[config.mk]
export PLATFORM = sky130hd
export DESIGN_NAME = rs_seq_top
export DESIGN_NICKNAME = d
export VERILOG_FILES = /design/src/rtl/rs_pkg.sv /design/src/rtl/rs_bit_timer.sv /design/src/rtl/rs_mod_gate.sv /design/src/rtl/rs_seq_top.sv
export SDC_FILE = /design/constraint.sdc
export NUM_CORES = 1
export LEC_CHECK = 0
export CAP_MARGIN = 20
export CORE_ASPECT_RATIO = 1.1
export CORE_UTILIZATION = 40
export CTS_BUF_LIST = sky130_fd_sc_hd__clkbuf_16
export DETAILED_ROUTE_END_ITERATION = 12
export PLACE_DENSITY = 0.65
export SLEW_MARGIN = 20
export SYNTH_ARGS = -nofsm -noshare
export SYNTH_HDL_FRONTEND = slang
export SYNTH_SLANG_ARGS = --single-unit
[constraint.sdc]
create_clock -name clk -period 7.4 [get_ports clk]
set_input_delay 1.48 -clock clk [delete_from_list [all_inputs] [get_ports clk]]
set_output_delay 1.48 -clock clk [all_outputs]
set_load 0.01 [all_outputs]
[src/rtl/rs_pkg.sv]
package rs_pkg;

    localparam int CFG_W  = 10;
    localparam int RATE_W = 8;

    typedef enum logic [2:0] {
        S_INIT,
        S_CFG,
        S_FETCH,
        S_TERM,
        S_DATA,
        S_WRITE
    } rs_state_e;

    typedef struct packed {
        logic [2:0] rate;
        logic       stop_ign;
        logic       aor;
        logic       use_st;
        logic       use_bt;
        logic [2:0] last_blk;
    } rs_mode_t;

    // cfg holds word bits [10:1]
    function automatic rs_mode_t decode_mode(input logic [CFG_W-1:0] cfg);
        rs_mode_t m;
        m.last_blk = cfg[2:0];
        m.use_bt   = cfg[3];
        m.use_st   = cfg[4];
        m.aor      = cfg[5];
        m.stop_ign = cfg[6];
        m.rate     = cfg[9:7];
        return m;
    endfunction

    function automatic logic [RATE_W-1:0] cycles_per_bit(input logic [2:0] code);
        case (code)
            3'd0:    return 8'd8;
            3'd1:    return 8'd16;
            3'd2:    return 8'd32;
            3'd3:    return 8'd40;
            3'd4:    return 8'd50;
            3'd5:    return 8'd64;
            3'd6:    return 8'd100;
            default: return 8'd128;
        endcase
    endfunction

endpackage

[src/rtl/rs_bit_timer.sv]
module rs_bit_timer #(
    parameter int CNT_W = 8
) (
    input  logic             clk,
    input  logic             rst,
    input  logic             run,
    input  logic [CNT_W-1:0] period,
    output logic             bit_start,
    output logic             bit_end
);
    logic [CNT_W-1:0] cnt;

    assign bit_start = run && (cnt == '0);
    assign bit_end   = run && (cnt == period - 1'b1);

    always_ff @(posedge clk) begin
        if (rst || !run)  cnt <= '0;
        else if (bit_end) cnt <= '0;
        else              cnt <= cnt + 1'b1;
    end

    a_r8_count_in_period: assert property (@(posedge clk) disable iff (rst)
        run |-> (cnt < period));
endmodule

[src/rtl/rs_mod_gate.sv]
module rs_mod_gate (
    input  logic clk,
    input  logic rst,
    input  logic set_wake,
    input  logic set_stop,
    input  logic aor,
    output logic allow
);
    logic awake_q;
    logic stop_q;

    always_ff @(posedge clk) begin
        if (rst) begin
            awake_q <= 1'b0;
            stop_q  <= 1'b0;
        end else begin
            if (set_wake) awake_q <= 1'b1;
            if (set_stop) stop_q  <= 1'b1;
        end
    end

    assign allow = !stop_q && (!aor || awake_q);

    a_r10_stop_sticky: assert property (@(posedge clk) disable iff (rst)
        stop_q |=> stop_q);
endmodule

[src/rtl/rs_seq_top.sv]
module rs_seq_top
    import rs_pkg::*;
#(
    parameter int INIT_CYC = 256,
    parameter int ADDR_W   = 3,
    parameter int DATA_W   = 32
) (
    input  logic              clk,
    input  logic              rst,
    input  logic              gap,
    input  logic              wake,
    input  logic              stop_cmd,
    input  logic              prog_done,
    input  logic [ADDR_W-1:0] prog_blk,
    input  logic              wr_err,
    output logic [ADDR_W-1:0] rd_addr,
    input  logic [DATA_W:0]   rd_word,
    output logic              tx_bit,
    output logic              mod_en,
    output logic              term_active,
    output logic              bit_start
);
    localparam int INIT_W = (INIT_CYC > 1) ? $clog2(INIT_CYC) : 1;
    localparam int IDX_W  = $clog2(DATA_W + 1);

    rs_state_e         st_q;
    rs_mode_t          mode_q;
    rs_mode_t          cfg_now;
    logic [INIT_W-1:0] init_cnt;
    logic [ADDR_W-1:0] blk_q;
    logic [ADDR_W-1:0] first_blk;
    logic [IDX_W-1:0]  bit_idx;
    logic [DATA_W:0]   data_q;
    logic [2:0]        term_cnt;
    logic [2:0]        term_len;
    logic              term_then_data;
    logic              force_bt;
    logic              skip_reload;
    logic              is_last;
    logic              run;
    logic              bit_end;
    logic              allow;
    logic              in_stream;

    assign cfg_now   = decode_mode(rd_word[CFG_W:1]);
    assign first_blk = (mode_q.last_blk == '0) ? '0 : ADDR_W'(1);
    assign is_last   = (mode_q.last_blk == '0) || (blk_q >= ADDR_W'(mode_q.last_blk));
    assign run       = (st_q == S_TERM) || (st_q == S_DATA);
    assign in_stream = (st_q == S_CFG) || (st_q == S_FETCH) || run;

    rs_bit_timer #(.CNT_W(RATE_W)) u_timer (
        .clk       (clk),
        .rst       (rst),
        .run       (run),
        .period    (cycles_per_bit(mode_q.rate)),
        .bit_start (bit_start),
        .bit_end   (bit_end)
    );

    rs_mod_gate u_gate (
        .clk      (clk),
        .rst      (rst),
        .set_wake (st_q == S_WRITE && wake),
        .set_stop (st_q == S_WRITE && stop_cmd && !mode_q.stop_ign),
        .aor      (mode_q.aor),
        .allow    (allow)
    );

    always_ff @(posedge clk) begin
        if (rst) begin
            st_q           <= S_INIT;
            mode_q         <= '0;
            init_cnt       <= '0;
            blk_q          <= ADDR_W'(1);
            bit_idx        <= IDX_W'(1);
            data_q         <= '0;
            term_cnt       <= '0;
            term_len       <= 3'd2;
            term_then_data <= 1'b0;
            force_bt       <= 1'b0;
            skip_reload    <= 1'b0;
        end else if (in_stream && gap) begin
            st_q <= S_WRITE;
        end else begin
            case (st_q)
                S_INIT: begin
                    if (gap) begin
                        init_cnt <= '0;
                    end else if (init_cnt == INIT_W'(INIT_CYC - 1)) begin
                        mode_q <= cfg_now;
                        blk_q  <= (cfg_now.last_blk == '0) ? '0 : ADDR_W'(1);
                        st_q   <= S_CFG;
                    end else begin
                        init_cnt <= init_cnt + 1'b1;
                    end
                end
                S_CFG: begin
                    if (!skip_reload) mode_q <= cfg_now;
                    skip_reload <= 1'b0;
                    st_q        <= S_FETCH;
                end
                S_FETCH: begin
                    data_q   <= rd_word;
                    bit_idx  <= IDX_W'(1);
                    force_bt <= 1'b0;
                    if (force_bt || mode_q.use_bt) begin
                        term_cnt       <= '0;
                        term_len       <= 3'd2;
                        term_then_data <= 1'b1;
                        st_q           <= S_TERM;
                    end else begin
                        st_q <= S_DATA;
                    end
                end
                S_TERM: begin
                    if (bit_end) begin
                        if (term_cnt == term_len - 1'b1)
                            st_q <= term_then_data ? S_DATA : S_CFG;
                        else
                            term_cnt <= term_cnt + 1'b1;
                    end
                end
                S_DATA: begin
                    if (bit_end) begin
                        if (bit_idx == IDX_W'(DATA_W)) begin
                            if (is_last) begin
                                blk_q <= first_blk;
                                if (mode_q.use_st && mode_q.last_blk != '0) begin
                                    term_cnt       <= '0;
                                    term_len       <= 3'd4;
                                    term_then_data <= 1'b0;
                                    st_q           <= S_TERM;
                                end else begin
                                    st_q <= S_CFG;
                                end
                            end else begin
                                blk_q <= blk_q + 1'b1;
                                st_q  <= S_CFG;
                            end
                        end else begin
                            bit_idx <= bit_idx + 1'b1;
                        end
                    end
                end
                S_WRITE: begin
                    if (prog_done) begin
                        blk_q       <= prog_blk;
                        force_bt    <= mode_q.use_bt || mode_q.use_st;
                        skip_reload <= (prog_blk == '0);
                        st_q        <= S_CFG;
                    end else if (wr_err || wake || stop_cmd) begin
                        blk_q <= first_blk;
                        st_q  <= S_CFG;
                    end
                end
                default: st_q <= S_INIT;
            endcase
        end
    end

    always_comb begin
        rd_addr = (st_q == S_INIT || st_q == S_CFG) ? '0 : blk_q;
        case (st_q)
            S_TERM:  tx_bit = !term_cnt[0];
            S_DATA:  tx_bit = data_q[bit_idx];
            default: tx_bit = 1'b0;
        endcase
    end

    assign term_active = (st_q == S_TERM);
    assign mod_en      = allow && (st_q != S_INIT) && (st_q != S_WRITE);

    a_r1_init_silent: assert property (@(posedge clk) disable iff (rst)
        (st_q == S_INIT) |-> (!mod_en && !bit_start));
    a_r13_write_silent: assert property (@(posedge clk) disable iff (rst)
        (st_q == S_WRITE) |-> !mod_en);
    a_r3_bit_in_range: assert property (@(posedge clk) disable iff (rst)
        (st_q == S_DATA) |-> (bit_idx >= IDX_W'(1) && bit_idx <= IDX_W'(DATA_W)));
    a_r6_term_bounded: assert property (@(posedge clk) disable iff (rst)
        (st_q == S_TERM) |-> (term_cnt < term_len));
    a_r4_no_seq_term_at_zero: assert property (@(posedge clk) disable iff (rst)
        (st_q == S_TERM && term_len == 3'd4) |-> (mode_q.last_blk != '0));
    a_r7_mode_only_at_cfg: assert property (@(posedge clk) disable iff (rst)
        (st_q != S_CFG && st_q != S_INIT) |=> $stable(mode_q));
endmodule

---- Word-level counts from Yosys, hierarchy flattened ----
Index checks and enable logic that the tools add are counted.
operators by class
  reductions and logical operators ........ 53
  equal/unequal tests ..................... 38
  div/mod/pow operators ................... 0
  order comparisons ....................... 2
  bitwise gates (word level) .............. 1
  add/sub/neg operators ................... 7
  shift-type cells ........................ 0
  multiply operators ...................... 0
  multiplexer cells ....................... 62
operator list
  operator                                               count
  2-to-1 mux 3 bit                                       32
  case mux 8 bit (7 select lines)                        1
  2-to-1 mux 10 bit                                      3
  AND reduction 7 bit                                    4
  case mux 10 bit (2 select lines)                       1
  inequality test 2 bit, second input constant           9
  case mux 3 bit (3 select lines)                        2
  case mux 3 bit (6 select lines)                        1
  adder 8 x 1 -> 8 bit, second input constant            2
  2-to-1 mux 8 bit                                       2
  == test 3 bit, second input constant                   5
  zero test 3 bit                                        5
  == test 3 x 2 -> 1 bit, second input constant          4
  2-to-1 mux 6 bit                                       2
  case mux 6 bit (2 select lines)                        1
  nonzero test 3 bit                                     4
  logical OR 1 bit                                       11
  logical AND 1 bit                                      10
  2-to-1 mux 1 bit                                       10
  inequality test 2 x 1 -> 1 bit, second input constant  5
  inequality test 3 x 1 -> 1 bit, second input constant  3
  inequality test 3 bit, second input constant           3
  AND reduction 3 bit                                    3
  AND reduction 9 bit                                    1
  25 further kinds                                       39
word-level totals
  memories ................................ 0
  memory bits (writable) .................. 0
  output and inout port bits .............. 7
  register bits after elaboration ......... 82
  latch bits .............................. 0
  ROM bits ................................ 0
  word-level logic and storage cells ...... 183
  bits of input ports ..................... 43

---- Depth between registers and ports, before layout ----
  word-level depth ........................ 8
  depth in mapped cells ................... 9
  gate-level depth less buffers ........... 8

---- Cells and area by module ----
Synthesis repeated with hierarchy kept, for this count alone.
second synthesis, totals
  cell total of the unflattened synthesis .. 538
  area total of the unflattened synthesis .. 4,513.1 µm²
modules (own cells, without submodules)
  module        cells each  sequential area each (µm²)  area each (µm²)  times used
  rs_seq_top    456         1,421.4                     3,807.4          1
  rs_bit_timer  74          160.2                       638.1            1
  rs_mod_gate   8           40.0                        67.6             1

---- Worst setup path after synthesis ----
OpenSTA, ideal clock, no wires.
  path kind ............................... register to output
  start ................................... register bit_idx[0]
  end ..................................... output tx_bit
  buffers on the path ..................... 1
  cell stages (with the launch flop) ...... 8
  required time ........................... 5,920 ps
  path slack .............................. 3,642 ps
  arrival time ............................ 2,278 ps
  cell sequence ........................... dfxtp_1 buf_1 mux4_2 mux4_2 mux2i_1 nor2_1 a41oi_1 o22ai_1
between the ends
  longest elaborated chain between the ends .. 3
RTL lines
  what                                    RTL line           text
  start, declared                         rs_seq_top.sv:32   logic [IDX_W-1:0] bit_idx;
  start signal, assigned                  rs_seq_top.sv:141  bit_idx <= bit_idx + 1'b1;
  binary-select mux 1 bit (select 6 bit)  rs_seq_top.sv:165  S_DATA: tx_bit = data_q[bit_idx];
  2-to-1 mux 1 bit (not written as such)  rs_seq_top.sv:165
  case mux 1 bit (2 select lines)         rs_seq_top.sv:163  case (st_q)
  end, declared                           rs_seq_top.sv:18   output logic tx_bit,
Every way passes these cells. The select of a mux whose other input is x is not followed.

---- Final worst setup path ----
Ends and elaborated chain as after synthesis.

==> results_dict.tcl <==
set metrics [dict create \
    outcome "finished, final reports clean" \
    seqPwrFrac_pct 38.8 \
    setup.worst_path.class "register to output pin" \
    dieWidth_um 101 \
    worstHoldPathType "register to register" \
    power_frac_comb_pct 25.5 \
    avgSynthCellArea_um2 8.27 \
    syn-num-nets 569 \
    clk_pin_slew_worst_paths_ps 60 \
    synth_top_area_share_pct 38.0 \
    slew_headroom_pct 49.6 \
    cts_max_level 3 \
    setup_viol 0 \
    final.min_clock_period_ps 4670 \
    drive_above_1_share_pct 7.61 \
    grtUsageTotal_pct 20.0 \
    r2r-start "st_q[2]$_SDFFE_PP0P_" \
    insertion_delay_ps 340 \
    routedWlPerCell_um 15.1 \
    r2r_setup_slack_ps 4220 \
    routabilityCongestion 0.835 \
    vias 3766 \
    die_h_um 110 \
    drc 0 \
    clockBufferDepth 2 \
    grt_setup_unrepaired "false" \
    cts.sinks 81 \
    p_leak_uw 0.00180 \
    cts_tree "done" \
    io_buffers 49 \
    power.density_nw_per_um2 261 \
    stdcell_area_um2 5140 \
    crit_path_start_kind "register" \
    hpwlAfterDp_mm 7.51 \
    holdPathStages 2 \
    grt_pass1_wl_mm 17.4 \
    fin_crit_sh_pct 63.1 \
    path_max_fanout 13 \
    ir_drop_uv 133 \
    dr.first_iter.drc_count 200 \
    cts_buffers 9 \
    cts_resized 0 \
    synthCells 516 \
    cts_setup_buffers 0 \
    cts-root-buf "clkbuf_16" \
    final_cell_mix "85 x nand2_1, 81 x dfxtp_1, 51 x a21oi_1, 48 x nor2_1, 48 x clkdlybuf4s50_1" \
    grt_antenna_before_repair 0 \
    fin_nets 600 \
    finalPower_uw 1340 \
    swShare_pct 31.9 \
    p_switching_uw 427 \
    grt_max_degree 65 \
    finalClockSkew_ps 5.20 \
    synth_flop_cell "dfxtp_1" \
    async_flop_share_pct 0 \
    pwr-share-clk_pct 35.7 \
    syn_area_um2 4270 \
    cp.arrival_ps 3190 \
    dieArea_um2 11100 \
    syn_to_final_growth_pct 20.4 \
    grt_pass1_vias 3628 \
    fmax_ghz 0.214 \
    final_common_cell "nand2_1" \
    fin_cells 695 \
    start_util_pct 41.1 \
    diodes 0 \
    via_per_inst 5.42 \
    ant_nets 0 \
    p_int_uw 913 \
    rows 39 \
    wl_mm 10.5 \
    ios 50 \
    grt-ovfl-total 0 \
    yosysWarnings 0 \
    ys_seq_elements 81 \
    cp_data_required_time_ps 5920 \
    hold_end "data_q[5]$_SDFFE_PP0P_" \
    end_kind "output pin" \
    drt-pass1-iter-count 4 \
    ys_seq_area_share_pct 38.0 \
    synthTopCellsByArea "dfxtp_1 38%, nand2_1 7.6%, a21oi_1 6.0%" \
    post_dp_cell_area_um2 4820 \
    reg2regPathDepth 6 \
    r2r-end "bit_idx[5]$_SDFFE_PP0P_" \
    dp.cells 679 \
    hold_viol_final 0 \
    worst_pin_slew_ps 754 \
    holdBufCountCts 0 \
    drv_slew 0 \
    worstHoldStart "data_q[5]$_SDFFE_PP0P_" \
    post_synth_num_cell_types 61 \
    synth_edf_count 0 \
    core-area_um2 10400 \
    fillers 971 \
    maxCapViolations 0 \
    yosysTopAreaCell "dfxtp_1" \
    fin_tns_setup_ps 0 \
]
state kept, by name (all words and copies together), names as in the netlist:
register,cells
skip_reload,1
u_timer.cnt,8
data_q,33
mode_q,10
term_cnt,3
term_len,2
bit_idx,6
u_gate.stop_q,1
u_gate.awake_q,1
init_cnt,8
blk_q,3
st_q,3
term_then_data,1
force_bt,1
stage by stage:
step | utilization [%] | hold WS (ps) | setup slack (ps)
floorplan | - | 432 | 3640
global placement | 46.4 | 443 | 3160
detailed placement | 46.4 | 449 | 3100
CTS | 49.4 | 458 | 2690
global route | 49.5 | 476 | 2520
finish | 49.5 | 455 | 2730
layer usage:
metal | GRT usage [%] | part of all wire [%] | routed length, um
met5 | 0 | 0 | 0
met4 | 9.11 | 2.1 | 219
met3 | 3.03 | 2.8 | 297
met2 | 33.2 | 49 | 5090
met1 | 25.7 | 47 | 4890
power by group through the flow:
stage / sequential (uW) / combinational (uW) / clock (uW)
floorplan: 500 / 267 / 0
global placement: 528 / 330 / 0
detailed placement: 530 / 339 / 0
CTS: 520 / 340 / 487
global route: 527 / 378 / 503
finish: 520 / 341 / 478
worst max-delay path by stage:
stage	from	to	slack, ps	cells after the start
2_1_floorplan	bit_idx[0]$_SDFFE_PP1P_	tx_bit	3640	7
3_3_place_gp	bit_idx[0]$_SDFFE_PP1P_	tx_bit	3160	7
3_5_place_dp	bit_idx[0]$_SDFFE_PP1P_	tx_bit	3100	7
4_1_cts	bit_idx[0]$_SDFFE_PP1P_	tx_bit	2690	7
5_1_grt	bit_idx[0]$_SDFFE_PP1P_	tx_bit	2520	7
6_report	bit_idx[0]$_SDFFE_PP1P_	tx_bit	2730	7
logic make-up after synthesis:
kind of cell,count (synthesis),synth area share [%]
compound gates,110,16.3
xor+xnor,15,3.08
fa+ha+maj,10,2.93
buf+inv,51,5.01
flops,81,38.0
mux,26,9.09
simple gates,223,25.6
synthesized netlist by cell type, drive strengths merged (8+ instances only):
cell	number
buf	8
clkbuf	23
a211oi	10
nor2	49
xor2	8
nor3	13
nand2	87
mux4	10
and3	8
ha	10
a21oi	51
nand3	19
mux2i	14
inv	19
o21ai	15
dfxtp	81
final cells by class:
cell class                 count  area [um2]  share of cell area (%)
clock buffer                   9         225                    4.38
clock inverter                 7        93.8                    1.83
inverter                      20        80.1                    1.56
multi-input combinational    384        2440                    47.5
sequential                    81        1620                    31.5
tap                          143         179                    3.48
timing repair buffer          51         500                    9.73
critical path: stages (launching register included):
cell and delay [ps]:
dfxtp_1 740, mux4_2 600, mux4_2 470, mux2i_1 190, nor2_1 70, a41oi_1 180, o22ai_1 110, clkdlybuf4s50_1 490
Power figures use the tool's default switching activity.
